===== config.mk =====
export PLATFORM = sky130hd
export DESIGN_NAME = tx_char_encoder
export DESIGN_NICKNAME = d
export VERILOG_FILES = /design/src/rtl/txenc_pkg.sv /design/src/rtl/txenc_kcheck.sv /design/src/rtl/txenc_sub6.sv /design/src/rtl/txenc_sub4.sv /design/src/rtl/tx_char_encoder.sv
export SDC_FILE = /design/constraint.sdc
export NUM_CORES = 1
export LEC_CHECK = 0
export BUFFER_PORTS_ARGS = -buffer_cell sky130_fd_sc_hd__buf_2
export CELL_PAD_IN_SITES_DETAIL_PLACEMENT = 2
export CELL_PAD_IN_SITES_GLOBAL_PLACEMENT = 2
export CORE_MARGIN = 5
export CORE_UTILIZATION = 37
export DETAILED_ROUTE_END_ITERATION = 12
export PLACE_DENSITY = 0.95
export SLEW_MARGIN = 20
export SYNTH_ARGS = -nofsm -noshare
export SYNTH_HDL_FRONTEND = slang
export SYNTH_SLANG_ARGS = --single-unit
export TNS_END_PERCENT = 20

===== constraint.sdc =====
create_clock -name clk -period 7.8 [get_ports clk]
set_input_delay 0.78 -clock clk [delete_from_list [all_inputs] [get_ports clk]]
set_output_delay 0.78 -clock clk [all_outputs]
set_load 0.01 [all_outputs]

===== src/rtl/txenc_pkg.sv =====
package txenc_pkg;

  localparam int DATA_W = 8;
  localparam int LOW_W  = 5;
  localparam int HIGH_W = DATA_W - LOW_W;
  localparam int SIX_W  = 6;
  localparam int FOUR_W = 4;
  localparam int CODE_W = SIX_W + FOUR_W;

  // 6-bit subblock (abcdei) for the negative-disparity column
  function automatic logic [SIX_W-1:0] six_neg(input logic [LOW_W-1:0] x,
                                               input logic k28);
    logic [SIX_W-1:0] c;
    if (k28) begin
      c = 6'b001111;
    end else begin
      unique case (x)
        5'd0:  c = 6'b100111;
        5'd1:  c = 6'b011101;
        5'd2:  c = 6'b101101;
        5'd3:  c = 6'b110001;
        5'd4:  c = 6'b110101;
        5'd5:  c = 6'b101001;
        5'd6:  c = 6'b011001;
        5'd7:  c = 6'b111000;
        5'd8:  c = 6'b111001;
        5'd9:  c = 6'b100101;
        5'd10: c = 6'b010101;
        5'd11: c = 6'b110100;
        5'd12: c = 6'b001101;
        5'd13: c = 6'b101100;
        5'd14: c = 6'b011100;
        5'd15: c = 6'b010111;
        5'd16: c = 6'b011011;
        5'd17: c = 6'b100011;
        5'd18: c = 6'b010011;
        5'd19: c = 6'b110010;
        5'd20: c = 6'b001011;
        5'd21: c = 6'b101010;
        5'd22: c = 6'b011010;
        5'd23: c = 6'b111010;
        5'd24: c = 6'b110011;
        5'd25: c = 6'b100110;
        5'd26: c = 6'b010110;
        5'd27: c = 6'b110110;
        5'd28: c = 6'b001110;
        5'd29: c = 6'b101110;
        5'd30: c = 6'b011110;
        default: c = 6'b101011;
      endcase
    end
    return c;
  endfunction

  // the subblock swaps to its complement when the line is positive
  function automatic logic six_swaps(input logic [LOW_W-1:0] x,
                                     input logic k28,
                                     input logic [SIX_W-1:0] neg);
    return ($countones(neg) != 3) || ((x == 5'd7) && !k28);
  endfunction

  // alternate x.7 form, chosen to keep run lengths at five or less
  function automatic logic alt7_pick(input logic [LOW_W-1:0] x,
                                     input logic [HIGH_W-1:0] y,
                                     input logic rd_mid,
                                     input logic k);
    logic hit_neg;
    logic hit_pos;
    hit_neg = (x == 5'd17) || (x == 5'd18) || (x == 5'd20);
    hit_pos = (x == 5'd11) || (x == 5'd13) || (x == 5'd14);
    return (y == 3'd7) && (k || (!rd_mid && hit_neg) || (rd_mid && hit_pos));
  endfunction

  // 4-bit subblock (fghj) for the negative-disparity column
  function automatic logic [FOUR_W-1:0] four_neg(input logic [HIGH_W-1:0] y,
                                                 input logic k,
                                                 input logic alt);
    logic [FOUR_W-1:0] c;
    unique case (y)
      3'd0: c = 4'b1011;
      3'd1: c = k ? 4'b0110 : 4'b1001;
      3'd2: c = k ? 4'b1010 : 4'b0101;
      3'd3: c = 4'b1100;
      3'd4: c = 4'b1101;
      3'd5: c = k ? 4'b0101 : 4'b1010;
      3'd6: c = k ? 4'b1001 : 4'b0110;
      default: c = alt ? 4'b0111 : 4'b1110;
    endcase
    return c;
  endfunction

  function automatic logic four_swaps(input logic [HIGH_W-1:0] y,
                                      input logic k,
                                      input logic [FOUR_W-1:0] neg);
    logic kswap;
    kswap = k && ((y == 3'd1) || (y == 3'd2) || (y == 3'd5) || (y == 3'd6));
    return ($countones(neg) != 2) || (y == 3'd3) || kswap;
  endfunction

  // the twelve legal control characters
  function automatic logic k_is_legal(input logic [LOW_W-1:0] x,
                                      input logic [HIGH_W-1:0] y);
    logic k7;
    k7 = (x == 5'd23) || (x == 5'd27) || (x == 5'd29) || (x == 5'd30);
    return (x == 5'd28) || ((y == 3'd7) && k7);
  endfunction

endpackage


===== src/rtl/txenc_kcheck.sv =====
module txenc_kcheck
  import txenc_pkg::*;
(
  input  logic [DATA_W-1:0] byte_in,
  input  logic              ctrl_in,
  output logic              k_use,
  output logic              k_bad
);
  logic legal;

  assign legal = k_is_legal(byte_in[LOW_W-1:0], byte_in[DATA_W-1:LOW_W]);
  assign k_use = ctrl_in && legal;
  assign k_bad = ctrl_in && !legal;
endmodule


===== src/rtl/txenc_sub6.sv =====
module txenc_sub6
  import txenc_pkg::*;
(
  input  logic [LOW_W-1:0] x,
  input  logic             k,
  input  logic             rd_in,
  output logic [SIX_W-1:0] code6,
  output logic             rd_out
);
  logic             k28;
  logic [SIX_W-1:0] base;
  logic             swaps;
  logic             flips;

  assign k28   = k && (x == 5'd28);
  assign base  = six_neg(x, k28);
  assign swaps = six_swaps(x, k28, base);
  assign flips = ($countones(base) != 3);

  always_comb begin
    code6  = (rd_in && swaps) ? ~base : base;
    rd_out = rd_in ^ flips;
  end
endmodule


===== src/rtl/txenc_sub4.sv =====
module txenc_sub4
  import txenc_pkg::*;
(
  input  logic [HIGH_W-1:0] y,
  input  logic [LOW_W-1:0]  x,
  input  logic              k,
  input  logic              rd_in,
  output logic [FOUR_W-1:0] code4,
  output logic              rd_out,
  output logic              alt_used
);
  logic [FOUR_W-1:0] base;
  logic              swaps;
  logic              flips;

  assign alt_used = alt7_pick(x, y, rd_in, k);
  assign base     = four_neg(y, k, alt_used);
  assign swaps    = four_swaps(y, k, base);
  assign flips    = ($countones(base) != 2);

  always_comb begin
    code4  = (rd_in && swaps) ? ~base : base;
    rd_out = rd_in ^ flips;
  end
endmodule


===== src/rtl/tx_char_encoder.sv =====
module tx_char_encoder
  import txenc_pkg::*;
#(
  parameter logic RESET_RD = 1'b0
) (
  input  logic              clk,
  input  logic              rst_n,
  input  logic              in_valid,
  input  logic [DATA_W-1:0] in_data,
  input  logic              in_ctrl,
  input  logic              in_force,
  input  logic              in_dispval,
  output logic              out_valid,
  output logic [CODE_W-1:0] out_code,
  output logic              out_rd,
  output logic              out_kerr
);
  // named internal events, observed by the bound checker
  logic              rd_start;
  logic              rd_mid;
  logic              rd_end;
  logic              k_use;
  logic              k_bad;
  logic              alt_used;
  logic [SIX_W-1:0]  code6;
  logic [FOUR_W-1:0] code4;

  assign rd_start = in_force ? in_dispval : out_rd;

  txenc_kcheck u_kchk (
    .byte_in (in_data),
    .ctrl_in (in_ctrl),
    .k_use   (k_use),
    .k_bad   (k_bad)
  );

  txenc_sub6 u_six (
    .x      (in_data[LOW_W-1:0]),
    .k      (k_use),
    .rd_in  (rd_start),
    .code6  (code6),
    .rd_out (rd_mid)
  );

  txenc_sub4 u_four (
    .y        (in_data[DATA_W-1:LOW_W]),
    .x        (in_data[LOW_W-1:0]),
    .k        (k_use),
    .rd_in    (rd_mid),
    .code4    (code4),
    .rd_out   (rd_end),
    .alt_used (alt_used)
  );

  always_ff @(posedge clk or negedge rst_n) begin
    if (!rst_n) begin
      out_valid <= 1'b0;
      out_code  <= '0;
      out_rd    <= RESET_RD;
      out_kerr  <= 1'b0;
    end else begin
      out_valid <= in_valid;
      out_kerr  <= in_valid && k_bad;
      if (in_valid) begin
        out_code <= {code6, code4};
        out_rd   <= rd_end;
      end
    end
  end
endmodule


======== Word-level counts from Yosys, hierarchy flattened ========
Memories as Yosys holds them, arrays and structs flattened.
Cells that the tools add are included.
word-level totals
  memories kept ........................... 1
  flip-flop bits (word level) ............. 13
  memory bits (read-only) ................. 192
  output and inout port bits .............. 13
  input bits .............................. 14
  word-level logic and storage cells ...... 80
memories
  name             depth  width  rd ports  clocked after Yosys merged registers in  write ports  line             source
  (no name shown)  32     6      1         0                                        0            txenc_pkg.sv:17  unique case (x)
operators by class
  reductions and logical operators ........ 32
  add/sub/neg operators ................... 8
  bitwise gates (word level) .............. 4
  mux-type cells .......................... 10
  equality and inequality tests ........... 21
operators with widths
  kind                 count
  $add 32x32->32       3
  $ne 32x3->1 const B  2
  $eq 5x5->1 const B   8
  $pmux 4 s7           1
  $mux 4               6
  $logic_or 1x1->1     16
  $eq 5x4->1 const B   3
  $eq 3x3->1 const B   4
  $logic_and 1x1->1    12
  $mux 6               2
  $add 1x1->2          5
  $eq 3x2->1 const B   2
  $not 6->6            1
  $eq 5x3->1 const B   1
  $not 4->4            1
  $eq 3x1->1 const B   1
  $logic_not 1->1      3
  $logic_not 3->1      1
  $xor 1x1->1          2
  $mux 1               1

======== Longest topological paths before layout ========
  depth after elaboration ................. 28
  mapped depth ............................ 22
  depth with buffers taken out ............ 22

======== Hierarchy ========
A second synthesis with hierarchy kept.
unflattened totals
  cells, all modules ...................... 161
  area total of the unflattened synthesis .. 1569.0 um^2
modules (own cells, without submodules)
  module           area each (um^2)  cells each  seq. area each (um^2)  instances
  txenc_sub6       653.1             80          0.0                    1
  tx_char_encoder  513.0             27          325.3                  1
  txenc_sub4       322.8             42          0.0                    1
  txenc_kcheck     80.1              12          0.0                    1

======== Worst setup path after synthesis ========
OpenSTA, ideal clock, no wires.
  path type ............................... input-to-reg
  start ................................... input in_data[2]
  end ..................................... register out_code[0]
  buffers on the path ..................... 2
  arrival ................................. 5.812 ns
  required time ........................... 7.674 ns
  library setup time ...................... 0.126 ns
  cell stages on the path ................. 21
  setup slack ............................. 1.862 ns
  cell sequence ........................... buf_4 > buf_2 > or2_2 > o211a_1 > o32a_1 > ha_1 > fa_1 > ha_1 > and4bb_2 > xnor2_2 > mux2i_1 > and3_1 > or2_2 > ha_1 > ha_1 > fa_1 > nor3b_1 > o311a_1 > nor3_1 > and4_1 > a221o_1
between the ends
  longest elaborated chain between the ends .. 28
RTL lines
  what                                  line                   source
  from (decl)                           tx_char_encoder.sv:9   input logic [DATA_W-1:0] in_data,
  $eq 5x5->1                            txenc_pkg.sv:104       k7 = (x == 5'd23) || (x == 5'd27) || (x == 5'd29) || (x == 5'd30);
  $logic_or 1x1->1 (3 in a row)         txenc_pkg.sv:104
  $logic_and 1x1->1                     txenc_pkg.sv:105       return (x == 5'd28) || ((y == 3'd7) && k7);
  $logic_or 1x1->1                      txenc_pkg.sv:105
  $logic_and 1x1->1                     txenc_kcheck.sv:12     assign k_use = ctrl_in && legal;
  $logic_and 1x1->1                     txenc_sub6.sv:15       assign k28 = k && (x == 5'd28);
  $mux 6                                txenc_pkg.sv:14        if (k28) begin
  $add 1x1->2 (not written as such)     txenc_sub6.sv:18       assign flips = ($countones(base) != 3);
  [... 9 more ...]                      n/a
  $mux 4                                txenc_pkg.sv:87        default: c = alt ? 4'b0111 : 4'b1110;
  $pmux 4 s7                            txenc_pkg.sv:79        unique case (y)
  $add 1x1->2 (not written as such)     txenc_pkg.sv:97        return ($countones(neg) != 2) || (y == 3'd3) || kswap;
  $add 32x32->32 (not written as such)  txenc_pkg.sv:97
  $ne 32x3->1                           txenc_pkg.sv:97
  $logic_or 1x1->1 (2 in a row)         txenc_pkg.sv:97
  $logic_and 1x1->1                     txenc_sub4.sv:22       code4 = (rd_in && swaps) ? ~base : base;
  $mux 4 *                              txenc_sub4.sv:22
  to (signal assigned)                  tx_char_encoder.sv:65  out_code <= {code6, code4};
  to (decl)                             tx_char_encoder.sv:14  output logic [CODE_W-1:0] out_code,
Every way passes the cells marked *; elsewhere a longest branch is shown, timed or not.
A chain may end at the register's enable or synchronous reset.

======== Final worst setup path ========
  start ................................... input in_data[0]
  end ..................................... register out_code[0]
Same word-level chain as after synthesis.

==> flow_metrics.env <==
export IMPL_status="completed"
export IMPL_cts_buffers=3
export IMPL_io_pins=27
export IMPL_mostFrequentLayoutCell="buf_2"
export IMPL_grt_overflow=0
export IMPL_ys_flop_type="dfrtp_1"
export IMPL_htreeDepth=1
export IMPL_die_h_um=75.0
export IMPL_async_flop_share_pct=100
export IMPL_n_antenna_cell=0
export IMPL_drc=0
export IMPL_startpoint_type="input pin"
export IMPL_cts_path_max_buffers=2
export IMPL_sw_frac_of_total_pct=41.8
export IMPL_min_path_type="in2async"
export IMPL_synth_area_mux_share_pct=6.89
export IMPL_hold_ws_ns=0.423
export IMPL_placed_area_mm2=0.00170
export IMPL_grt_max_degree=30
export IMPL_synth_seq_area_share_pct=20.8
export IMPL_drv_slew=0
export IMPL_post_route_min_period_ns=6.62
export IMPL_grt_pass1_vias=1580
export IMPL_synth_nets=207
export IMPL_post_synth_cell_area_avg_um2=8.92
export IMPL_required_ns=7.93
export IMPL_synth_edf_count=0
export IMPL_layout_common_cells="26 x buf_2, 15 x ha_1, 13 x dfrtp_1"
export IMPL_core_mm2=0.00406
export IMPL_pwr_share_clk_pct=15.8
export IMPL_synth_compound_area_share_pct=21.5
export IMPL_synth_top_family_by_area="simple AND/OR/NAND/NOR gates"
export IMPL_die_area_mm2=0.00562
export IMPL_slew_limit_headroom_pct=69.3
export IMPL_crit_top_cell="ha_1"
export IMPL_cp_top_family="adder cells"
export IMPL_ys_seq_elements=13
export IMPL_netlist_instances=175
export IMPL_antenna_found_initial=0
export IMPL_vias=1471
export IMPL_power_frac_comb_pct=56.7
export IMPL_finalSetupTns_ns=0
export IMPL_hold_violations=0
export IMPL_cts_setup_buffers=0
export IMPL_dr_first_iter_drc_count=30
export IMPL_synth_largest_area_cell="dfrtp_1"
export IMPL_fp_row_count=23
export IMPL_syn_to_final_growth_pct=12.0
export IMPL_wl_per_cell_um=20.8
export IMPL_synth_adder_area_share_pct=15.9
export IMPL_dp_cells=241
export IMPL_cap_violations=0
export IMPL_initial_core_util_pct=38.5
export IMPL_max_freq_ghz=0.151
export IMPL_critPathBufInv=2
export IMPL_tritoncts="built"
export IMPL_rsz0062_at_grt="no"
export IMPL_clk_insertion_delay_late_ns=0.25
export IMPL_worstPathCellList="buf_2, inv_1, ha_1, nand3_2, o21ai_0, o32ai_2, ha_1, fa_1, ha_1, and4bb_2, xnor2_2, mux2i_1, and3_1, or2_2, ha_1, ha_1, fa_1, nor3b_1, o311a_1, nor3_1, and4_1, a221o_1"
export IMPL_clock_skew_ns=0.00200
export IMPL_grt_pass1_wl_mm=8.16
export IMPL_postRouteAntennaNets=0
export IMPL_worstMarginPinSlew_ns=0.460
export IMPL_drive_gt1_share_pct=24.6
export IMPL_setup_viol=0
export IMPL_clk_pin_slew_ns=0.06
export IMPL_crit_slowest_cell="fa_1"
export IMPL_synth_area_top_cells="dfrtp_1 21%, ha_1 12%, xnor2_1 4.5%, mux2_2 4.3%, fa_1 3.8%"
export IMPL_nets=228
export IMPL_worstPathArrival_ns=6.74
export IMPL_end_kind="register"
export IMPL_min_period_over_period_pct=84.8
export IMPL_stdcell_area_mm2=0.00175
export IMPL_p_leak_nw=0.788
export IMPL_yosys_area_share_simple_pct=24.0
export IMPL_ctsResizeCount=0
export IMPL_crit_type="in2reg"
export IMPL_synth_cell_types=59
export IMPL_clock_sinks=13
export IMPL_grt_usage_pct=19.3
export IMPL_critPathMaxStageDelay_ns=0.50
export IMPL_p_per_area_mw_per_mm2=234
export IMPL_cts_root_buffer="clkbuf_8"
export IMPL_seq_power_share_pct=27.5
export IMPL_yosys_warnings=0
export IMPL_viasPerCell=6.00
export IMPL_final_cells=245
export IMPL_crit_fanout=8
export IMPL_p_switching_w=0.000171
export IMPL_die_w_um=75.0
export IMPL_holdBufCountCts=0
export IMPL_synth_top_area_share_pct=20.8
export IMPL_port_buffers=26
export IMPL_cellInternalPower_w=0.000238
export IMPL_synthesis_area_mm2=0.00156
export IMPL_dp_hpwl_mm=3.89
export IMPL_synthXorXnorAreaFrac_pct=5.53
export IMPL_gp_congestion=0.747
export IMPL_first_pass_iters=4
export IMPL_routed_wl_mm=5.10
export IMPL_irDropWorstVdd_mv=0.109
## registers in the layout (all words and copies together) (netlist names)
name       flops
out_code      10
out_rd         1
out_valid      1
out_kerr       1
## cells in the mapped netlist, types with 2 or more instances
master and instances:
a211oi_1 3, a21boi_0 2, a21oi_1 7, a221o_1 2
a311oi_1 2, a31o_2 2, a31oi_1 3, and2_1 2
and3_1 3, buf_2 7, dfrtp_1 13, fa_1 3
ha_1 15, inv_1 9, mux2_2 6, mux2i_1 4
nand2_1 12, nand2b_1 5, nand3_1 5, nand4_1 2
nor2_1 7, nor2b_1 5, nor3_1 3, nor3b_1 2
o211ai_2 2, o21a_1 2, o21ai_0 5, or2_2 3
or3_1 2, xnor2_1 8
## cells by family (layout without fill, tap and decap cells)
logic type / Yosys count / after routing
simple gates: 63 / 63
compound gates: 43 / 43
buf+inv: 19 / 39
fa+ha+maj: 18 / 18
flops: 13 / 13
mux: 10 / 10
xor+xnor: 9 / 9
## worst paths after layout
kind | end | startpoint | depth (start not counted) | slack [ns]
hold / removal | out_valid$_DFF_PN0_ | rst_n | 1 | 0.42
min in group clk | out_code[5]$_DFFE_PN0P_ | out_code[5]$_DFFE_PN0P_ | 2 | 0.50
setup / recovery | out_code[0]$_DFFE_PN0P_ | in_data[0] | 22 | 1.18
hold reg to reg | out_code[5]$_DFFE_PN0P_ | out_code[5]$_DFFE_PN0P_ | 2 | 0.50
max in group asynchronous | out_code[4]$_DFFE_PN0P_ | rst_n | 1 | 7.13
setup reg to reg | out_code[0]$_DFFE_PN0P_ | out_rd$_DFFE_PN0P_ | 13 | 3.82
## power groups by stage
stage / combinational (W) / sequential [W] / clock, W
after floorplan: 0.000142 / 0.000124 / 0
after detailed placement: 0.000231 / 0.000114 / 0
final: 0.000232 / 0.000112 / 0.0000647
after global placement: 0.000217 / 0.000109 / 0
after global routing: 0.000255 / 0.000116 / 0.0000678
after CTS: 0.000235 / 0.000113 / 0.0000663
## metal layers
layer | track usage, % | up-vias | share of wire, %
li1 | - | 686 | -
met1 | 21.7 | 741 | 41
met2 | 36.4 | 34 | 55
met3 | 3.60 | 10 | 2.9
met4 | 5.93 | 0 | 1.8
met5 | 0 | - | 0
## final cells by class
type                       count  area [um^2]
fill                         456         2310
clock buffer                   4         45.0
tap                           50         62.6
timing repair buffer          26          130
sequential                    13          325
inverter                       9         33.8
multi-input combinational    143         1150
## metrics by stage
| step | total power, W | worst slack (ns) | util [%] |
|---|---|---|---|
| 6_report | 0.000409 | 1.18 | 43.1 |
| 5_1_grt | 0.000439 | 0.909 | 43.1 |
| 4_1_cts | 0.000415 | 1.17 | 43.1 |
| 3_5_place_dp | 0.000345 | 0.963 | 42.0 |
| 3_3_place_gp | 0.000326 | 1.19 | 42.0 |
| 2_1_floorplan | 0.000266 | 1.86 | - |
Note: power is estimated with default switching activity, not from simulation.
